File: src/rtl/usec_pkg.sv
// Shared constants for the microsecond prescaler: register offsets and
// default field widths. Assumes a 4-bit byte-offset register port.
package usec_pkg;
    localparam int ADDR_W     = 4;
    localparam int DATA_W     = 32;
    localparam int BYTE_W     = 8;
    localparam int CNT_W      = 32;

    localparam logic [ADDR_W-1:0] OFS_COUNT = 4'h0;
    localparam logic [ADDR_W-1:0] OFS_RATIO = 4'h4;
    localparam logic [ADDR_W-1:0] OFS_HOLD  = 4'h8;
endpackage

File: src/rtl/usec_regs.sv
// Register port for the prescaler: stores the ratio and hold bit, flags a
// ratio write, and multiplexes read data. Assumes CNT_W <= DATA_W and
// 2*BYTE_W <= DATA_W; reads are combinational on addr.
module usec_regs
    import usec_pkg::*;
#(
    parameter int          DW          = DATA_W,
    parameter int          BW          = BYTE_W,
    parameter int          CW          = CNT_W,
    parameter logic [15:0] RESET_RATIO = 16'h000b
) (
    input  logic              clk,
    input  logic              rst_n,
    input  logic              wr_en,
    input  logic [ADDR_W-1:0] addr,
    input  logic [DW-1:0]     wr_data,
    input  logic [CW-1:0]     count,
    output logic [BW-1:0]     cyc_m1,
    output logic [BW-1:0]     tck_m1,
    output logic              hold,
    output logic              ratio_wr,
    output logic [DW-1:0]     rd_data
);
    localparam int RW = 2 * BW;

    logic [RW-1:0] ratio_q;
    logic          hold_q;

    wire unused_wdata = ^wr_data[DW-1:RW];

    // Decode a write aimed at the ratio register.
    assign ratio_wr = wr_en && (addr == OFS_RATIO);

    // Hold the ratio and hold bit under the write strobe.
    always_ff @(posedge clk) begin
        if (!rst_n) begin
            ratio_q <= RESET_RATIO[RW-1:0];
            hold_q  <= 1'b0;
        end else if (wr_en) begin
            if (addr == OFS_RATIO) ratio_q <= wr_data[RW-1:0];
            if (addr == OFS_HOLD)  hold_q  <= wr_data[0];
        end
    end

    assign cyc_m1 = ratio_q[BW-1:0];
    assign tck_m1 = ratio_q[RW-1:BW];
    assign hold   = hold_q;

    // Select read data; unmapped offsets read as zero.
    always_comb begin
        rd_data = '0;
        case (addr)
            OFS_COUNT: rd_data = DW'(count);
            OFS_RATIO: rd_data = DW'(ratio_q);
            OFS_HOLD:  rd_data = DW'(hold_q);
            default:   rd_data = '0;
        endcase
    end
endmodule

File: src/rtl/usec_frac_accum.sv
// Fractional phase accumulator. Each active cycle adds (tck_m1+1) to the
// phase; when the phase reaches (cyc_m1+1) it fires and subtracts that
// limit. A ratio of one or more ticks per cycle fires every cycle. Assumes
// clear coincides with a new ratio taking effect.
module usec_frac_accum #(
    parameter int BW = 8,
    localparam int AW = BW + 2
) (
    input  logic          clk,
    input  logic          rst_n,
    input  logic          clear,
    input  logic          hold,
    input  logic [BW-1:0] cyc_m1,
    input  logic [BW-1:0] tck_m1,
    output logic          fire,
    output logic          tick,
    output logic [AW-1:0] phase
);
    logic [AW-1:0] phase_q;
    logic [AW-1:0] step;
    logic [AW-1:0] limit;
    logic [AW-1:0] sum;
    logic          saturate;
    logic          tick_q;

    // Form the step, the wrap limit and the candidate phase.
    always_comb begin
        step     = AW'(tck_m1) + AW'(1);
        limit    = AW'(cyc_m1) + AW'(1);
        sum      = phase_q + step;
        saturate = (tck_m1 >= cyc_m1);
        fire     = !clear && !hold && (saturate || (sum >= limit));
    end

    // Advance the phase and register the tick pulse.
    always_ff @(posedge clk) begin
        if (!rst_n) begin
            phase_q <= '0;
            tick_q  <= 1'b0;
        end else if (clear) begin
            phase_q <= '0;
            tick_q  <= 1'b0;
        end else if (hold) begin
            tick_q  <= 1'b0;
        end else if (saturate) begin
            phase_q <= '0;
            tick_q  <= 1'b1;
        end else if (sum >= limit) begin
            phase_q <= sum - limit;
            tick_q  <= 1'b1;
        end else begin
            phase_q <= sum;
            tick_q  <= 1'b0;
        end
    end

    assign tick  = tick_q;
    assign phase = phase_q;
endmodule

File: src/rtl/usec_counter.sv
// Free-running microsecond counter; adds one per accepted tick and wraps
// silently at 2**CW.
module usec_counter #(
    parameter int CW = 32
) (
    input  logic          clk,
    input  logic          rst_n,
    input  logic          inc,
    output logic [CW-1:0] count
);
    logic [CW-1:0] count_q;

    // Count ticks.
    always_ff @(posedge clk) begin
        if (!rst_n)   count_q <= '0;
        else if (inc) count_q <= count_q + CW'(1);
    end

    assign count = count_q;
endmodule

File: src/rtl/usec_prescaler.sv
// Top of the microsecond prescaler: register port, fractional accumulator
// and tick counter. Assumes a single clock domain; tick_o is an enable
// pulse for logic on the same clock.
module usec_prescaler
    import usec_pkg::*;
#(
    parameter int          DW          = DATA_W,
    parameter int          BW          = BYTE_W,
    parameter int          CW          = CNT_W,
    parameter logic [15:0] RESET_RATIO = 16'h000b
) (
    input  logic              clk,
    input  logic              rst_n,
    input  logic              wr_en,
    input  logic [ADDR_W-1:0] addr,
    input  logic [DW-1:0]     wr_data,
    output logic [DW-1:0]     rd_data,
    output logic              tick_o
);
    localparam int AW = BW + 2;

    logic [BW-1:0] cyc_m1;
    logic [BW-1:0] tck_m1;
    logic          hold;
    logic          ratio_wr;
    logic          fire;
    logic [AW-1:0] phase;
    logic [CW-1:0] count;

    usec_regs #(
        .DW(DW), .BW(BW), .CW(CW), .RESET_RATIO(RESET_RATIO)
    ) u_regs (
        .clk(clk), .rst_n(rst_n), .wr_en(wr_en), .addr(addr),
        .wr_data(wr_data), .count(count), .cyc_m1(cyc_m1),
        .tck_m1(tck_m1), .hold(hold), .ratio_wr(ratio_wr),
        .rd_data(rd_data)
    );

    usec_frac_accum #(.BW(BW)) u_accum (
        .clk(clk), .rst_n(rst_n), .clear(ratio_wr), .hold(hold),
        .cyc_m1(cyc_m1), .tck_m1(tck_m1), .fire(fire),
        .tick(tick_o), .phase(phase)
    );

    usec_counter #(.CW(CW)) u_count (
        .clk(clk), .rst_n(rst_n), .inc(fire), .count(count)
    );
endmodule

File: config.mk
export PLATFORM = sky130hd
export DESIGN_NAME = usec_prescaler
export DESIGN_NICKNAME = d
export VERILOG_FILES = /design/src/rtl/usec_pkg.sv /design/src/rtl/usec_regs.sv /design/src/rtl/usec_frac_accum.sv /design/src/rtl/usec_counter.sv /design/src/rtl/usec_prescaler.sv
export SDC_FILE = /design/constraint.sdc
export NUM_CORES = 1
export LEC_CHECK = 0
export ABC_CLOCK_PERIOD_IN_PS = 11350
export BUFFER_PORTS_ARGS = -buffer_cell sky130_fd_sc_hd__buf_2
export CORE_MARGIN = 2
export CORE_UTILIZATION = 40
export CTS_CLUSTER_SIZE = 14
export DETAILED_ROUTE_END_ITERATION = 8
export PLACE_DENSITY = 0.63
export REMOVE_ABC_BUFFERS = 1
export SLEW_MARGIN = 40
export SYNTH_ARGS = -nofsm -noshare
export SYNTH_HDL_FRONTEND = slang
export SYNTH_SLANG_ARGS = --single-unit
File: constraint.sdc
create_clock -name clk -period 11.35 [get_ports clk]
set_clock_uncertainty 0.1 [all_clocks]
set_input_delay 2.27 -clock clk [delete_from_list [all_inputs] [get_ports clk]]
set_output_delay 2.27 -clock clk [all_outputs]
set_load 0.02 [all_outputs]
* Word level (Yosys, flattened, before mapping)
Cells that the tools add are included.
** Storage, ports and cells
- Flip-flop bits (word level) :: 60
- Bits of input ports :: 39
- Output and inout port bits :: 33
- Word-level logic and storage cells :: 31
** Cells by class
- Add/subtract/negate cells :: 5
- $lt $le $gt $ge :: 2
- Eq/ne operators :: 2
- Mux-type cells :: 5
- Bitwise logic cells :: 1
- Reduce and logical (&&, ||, !) cells :: 11
** Operators by type and width (count)
- case mux 32 bit (3 select lines) :: 1
- adder 32 x 1 -> 32 bit (second input constant) :: 1
- 2-to-1 mux 10 bit :: 2
- adder 8 x 1 -> 9 bit (second input constant) :: 2
- adder 10 bit :: 1
- >= comparator 10 bit :: 1
- subtractor 10 bit :: 1
- >= comparator 8 bit :: 1
- == test 4 x 3 -> 1 bit (second input constant) :: 1
- == test 4 bit (second input constant) :: 1
- zero test 4 bit :: 1
- AND reduction 2 bit :: 2
- logical AND 1 bit :: 3
- OR reduction 3 bit :: 1
- zero test 1 bit :: 2
- 2-to-1 mux 1 bit :: 2
- OR reduction 2 bit :: 1
- logical OR 1 bit :: 1
- inverter 1 bit :: 1

* Depth between registers and ports, before layout
- Depth in word-level cells :: 5
- Gate-level depth with buffers :: 22
- Gate-level depth less buffers :: 19

* By module
From an unflattened synthesis, not the netlist that was laid out.
** Second synthesis, totals
- Cells, all modules :: 508
- Area total of the unflattened synthesis :: 4206.5 um2
** Modules (own cells, without submodules)
- usec_frac_accum :: instances 1, cells each 216, area each 1659.1 um2, seq. area each 220.2 um2
- usec_counter :: instances 1, cells each 176, area each 1562.7 um2, seq. area each 640.6 um2
- usec_regs :: instances 1, cells each 116, area each 984.7 um2, seq. area each 340.3 um2

* Worst setup path after synthesis
No wires, ideal clock.
- Kind :: input -> output
- From :: input addr[3]
- To :: output rd_data[11]
- Data arrival time :: 3.632 ns
- Path slack :: 5.348 ns
- Stages on the path :: 3
- Path through :: nor4b_1 clkbuf_1 a22o_1
** On the way
- Cells in the longest elaborated chain, start to end :: 2
** RTL lines
- from (decl) :: line usec_prescaler.sv:15 : input logic [ADDR_W-1:0] addr,
- == test 4 bit, or another cell as far along :: line usec_regs.sv:52 : case (addr)
- case mux 32 bit (3 select lines) * :: line usec_regs.sv:52
- to (decl) :: line usec_prescaler.sv:17 : output logic [DW-1:0] rd_data,
Mark *: on every way between the ends. The rest lies on a longest branch, timed or not.

* Worst setup path in the final report
- From :: input addr[3]
- To :: output rd_data[10]
The elaborated chain is that of the path after synthesis.

==> metrics.csv <==
stage,metric,value,unit
status,outcome,"complete, no violations",
cts,tritoncts,built,
final_layout,area_growth,13.21,%
global_routing,grt_antenna_before_repair,0,
yosys,ys_types,53,
cts,clk_path_buf_depth,2,
cts,postCtsSetupBuffers,0,
min_path,worst_hold_endpoint,u_accum.phase[2],
power_and_ir_drop,share_seq_of_total_power,33.9,%
yosys,post_synthesis_cell_count,506,
global_routing,globalRouteOverflowTotal,0,
worst_setup_path,worst-r2r-cell-count,19,
cts,cts_root_buffer,sky130_fd_sc_hd__clkbuf_8,
power_and_ir_drop,power.static_leakage,1.928,nW
final_layout,fillCellCount,1011,
yosys,synth-warning-count,0,
detailed_routing,detail_route.drc_violations,0,
power_and_ir_drop,share_comb_of_total_power,41.1,%
power_and_ir_drop,internal-power,0.4413,mW
power_and_ir_drop,p_clk_share,24.9,%
detailed_routing,detail-route-antenna-nets,0,
detailed_routing,drt-vias-per-instance,5.544,
worst_setup_path,launching_element_type_of_the_critical_path,input pin,
final_layout,diodes,0,
cts,cts_resized,0,
detailed_routing,route.vias.total,3820,
placed_design,gp_routability_congestion,0.8241,
placed_design,hpwlAfterDp,7.872,mm
power_and_ir_drop,power_density,156.6,nW/um^2
min_path,hold_start,u_accum.phase[2],
yosys,post_synth_design_cell_area,4103,um^2
yosys,syn-mean-instance-area,8.108,um^2
timing,setup-violations-final,0,
global_routing,via_count_of_the_first_global_routing_pass,3681,
yosys,synth_top_cell_by_area,sky130_fd_sc_hd__dfxtp_1,
global_routing,grt_usage,20.12,%
placed_design,numPortBuffers,55,
yosys,ys_top_cells_by_area,"sky130_fd_sc_hd__dfxtp_1 29%, sky130_fd_sc_hd__ha_1 9.1%, sky130_fd_sc_hd__xnor2_1 5.8%",
yosys,synth.ff_latch_count,60,
worst_setup_path,critical_path.max_stage_delay,0.34,ns
final_layout,post_route_cells_drive_above_1_share,16.01,%
timing,timing.hold.ws,0.3561,ns
timing,worst_slew_margin_rel,50.04,%
min_path,min-delay-path-class,flop to flop,
yosys,async_flop_share,0,%
global_routing,grt_max_degree,35,
timing,post-route-period-util,50.92,%
floorplanning,floorplan.die.height,105.3,um
worst_setup_path,largest_delay_contributor_family_on_the_critical_path,buffers and inverters,
cts,cts_htree_levels,3,
cts,register_clock_pin_slew_on_the_reported_worst_setup_and_hold_paths,0.07,ns
cts,cts.sinks,60,
timing,slew_violations,0,
worst_setup_path,crit_required,8.98,ns
floorplanning,die_area,11080,um^2
floorplanning,io-pin-count,72,
timing,setup_repair_after_global_routing_missed_its_margin,false,
worst_setup_path,critical_path.max_fanout,31,
timing,max_clock_freq,173.0,MHz
yosys,yosysSeqAreaShare,29.28,%
floorplanning,design.core.area,9864,um^2
floorplanning,num_rows,36,
timing,hold_viol,0,
worst_setup_path,critical_path_class,input pin to output port,
worst_setup_path,worstPathCellList,buf_2 -> nor4_2 -> buf_4 -> a22o_1 -> buf_2,
worst_setup_path,arrival,3.41,ns
timing,finalCriticalPeriod,5.780,ns
yosys,synth_flop_cell,sky130_fd_sc_hd__dfxtp_1,
worst_setup_path,cpMostUsedCell,sky130_fd_sc_hd__buf_2,
detailed_routing,avgRoutedWirePerCell,15.75,um
detailed_routing,first_iter_violations,184,
run,cap_violations,0,
power_and_ir_drop,net_load_switching_power,0.2859,mW
min_path,min_path_cells,2,
worst_setup_path,rrSetupSlack,5.71,ns
floorplanning,starting_density,41.59,%
worst_setup_path,critical_path.reg2reg.startpoint,u_regs.ratio_q[9],
worst_setup_path,slowest_stage,sky130_fd_sc_hd__buf_4,
final_layout,final_nets,623,
final_layout,multi_input_comb_area,2711,um^2
floorplanning,die_w,105.3,um
yosys,yosysTopAreaCellShare,29.28,%
final_layout,seq_area,1201,um^2
cts,cts_hold_buf,0,
power_and_ir_drop,irDropWorstVdd,0.00008261,V
timing,finalSetupTns,0,ns
worst_setup_path,timing.rr.end,u_count.count[15],
power_and_ir_drop,p_sw_share,39.32,%
yosys,synth_enable_flop_cells,0,
cts,tritoncts.num_buffers,9,
global_routing,global_route_wire_length_before_repair,18.01,mm
detailed_routing,wl,10.85,mm
cts,clk_latency,0.35,ns
worst_setup_path,endpoint_kind,output port,
timing,max_slew.worst_pin.slew,0.7493,ns
worst_setup_path,crit_buf_inv,3,
detailed_routing,dr.pass1.iters,5,
-- logic make-up after synthesis --
group / Yosys count / synth area share (%)
xor gates and xnor gates: 36 / 7.685
and+or+nand+nor: 184 / 23.30
adders and majority gates: 32 / 10.13
muxes: 9 / 2.226
DFF: 60 / 29.28
buffers and inverters: 47 / 4.971
AOI/OAI and AO/OA: 138 / 22.42
-- worst reg2reg max path, delay by kind of cell (launching register included) --
kind	cells	cell delay [ns]
simple gates	6	1.39
flops	1	0.48
buf+inv	1	0.25
compound gates	7	1.98
xor+xnor	2	0.44
fa+ha+maj	3	0.89
-- state kept, by name, indices dropped and copies added (netlist names) --
signal,cells
u_count.count,32
u_regs.ratio_q,16
u_accum.tick,1
u_regs.hold,1
u_accum.phase,10
-- cell type report --
class                   count  share of cell area [%]
clock buffers              11                   3.260
clock inverters             4                  0.5388
inverters                  24                   1.967
multi-input cells         399                   58.38
flip-flops and latches     60                   25.86
well taps                 133                   3.583
repair buffers             58                   6.412
-- per-layer routing --
layer / up-vias / share of wire, % / GRT usage, %
met5: - / 0 / 0
met4: 0 / 0.96 / 5.429
met3: 10 / 5.3 / 3.525
met2: 96 / 46 / 32.86
met1: 1796 / 48 / 27.29
li1: 1918 / - / -
-- synthesized netlist by cell type, drive strengths merged, types with 2 or more instances --
cell type	count
nand2b	3
o2111ai	6
nand4	11
o31ai	4
a21o	10
fa	2
and2	26
a21oi	48
o211ai	6
inv	23
dfxtp	60
o21ai	34
nand2	57
ha	30
nor4	6
nand3	23
mux2i	8
or4	5
a22o	15
buf	5
a211oi	3
and3	6
nor3	5
xnor2	27
and4	3
nor2	18
o31a	2
or3	15
clkbuf	18
o21a	6
xor2	9
-- power groups by stage --
stage | sequential, mW | combinational, mW | clock (mW)
3_5_place_dp | 0.252 | 0.299 | 0
2_1_floorplan | 0.249 | 0.229 | 0
4_1_cts | 0.247 | 0.300 | 0.185
5_1_grt | 0.250 | 0.336 | 0.194
3_3_place_gp | 0.251 | 0.294 | 0
6_report | 0.247 | 0.299 | 0.181
-- placed cells by master (no fill, tap or decap), types with 8 or more instances in the layout --
cell type / synthesis / routed
sky130_fd_sc_hd__a22o_1: 15 / 15
sky130_fd_sc_hd__o21ai_1: 20 / 20
sky130_fd_sc_hd__buf_2: 1 / 55
sky130_fd_sc_hd__nor2_1: 18 / 18
sky130_fd_sc_hd__ha_1: 30 / 30
sky130_fd_sc_hd__a21o_1: 10 / 10
sky130_fd_sc_hd__nand4_1: 11 / 11
sky130_fd_sc_hd__nand2_1: 57 / 57
sky130_fd_sc_hd__xnor2_1: 27 / 27
sky130_fd_sc_hd__clkbuf_8: 0 / 11
sky130_fd_sc_hd__nand3_1: 23 / 23
sky130_fd_sc_hd__or3_1: 14 / 14
sky130_fd_sc_hd__o21ai_0: 12 / 12
sky130_fd_sc_hd__inv_1: 23 / 23
sky130_fd_sc_hd__xor2_1: 9 / 9
sky130_fd_sc_hd__dfxtp_1: 60 / 60
sky130_fd_sc_hd__a21oi_1: 47 / 47
sky130_fd_sc_hd__mux2i_1: 8 / 8
sky130_fd_sc_hd__and2_1: 26 / 26
-- worst max-delay path by stage --
stage,endpoint,slack (ns),from,depth (start not counted)
floorplan,rd_data[10],4.32,addr[2],2
global placement,rd_data[6],5.59,addr[3],5
detailed placement,rd_data[6],5.57,addr[3],5
CTS,rd_data[6],5.56,addr[3],5
global route,u_count.count[15],5.36,u_regs.ratio_q[8],19
finish,rd_data[10],5.57,addr[3],5
-- metrics by stage --
step / setup WS [ns] / utilization, % / cell area, um^2 / std cells / power (mW)
5_1_grt: 5.357 / 47.08 / 4644 / 689 / 0.7806
3_3_place_gp: 5.586 / 45.27 / 4466 / 674 / 0.5445
6_report: 5.570 / 47.08 / 4644 / 689 / 0.7272
3_5_place_dp: 5.574 / 45.28 / 4467 / 674 / 0.5508
4_1_cts: 5.563 / 47.07 / 4643 / 689 / 0.7323
2_1_floorplan: 4.317 / - / 3989 / 483 / 0.4786
Note: power is estimated with default switching activity, not from simulation.
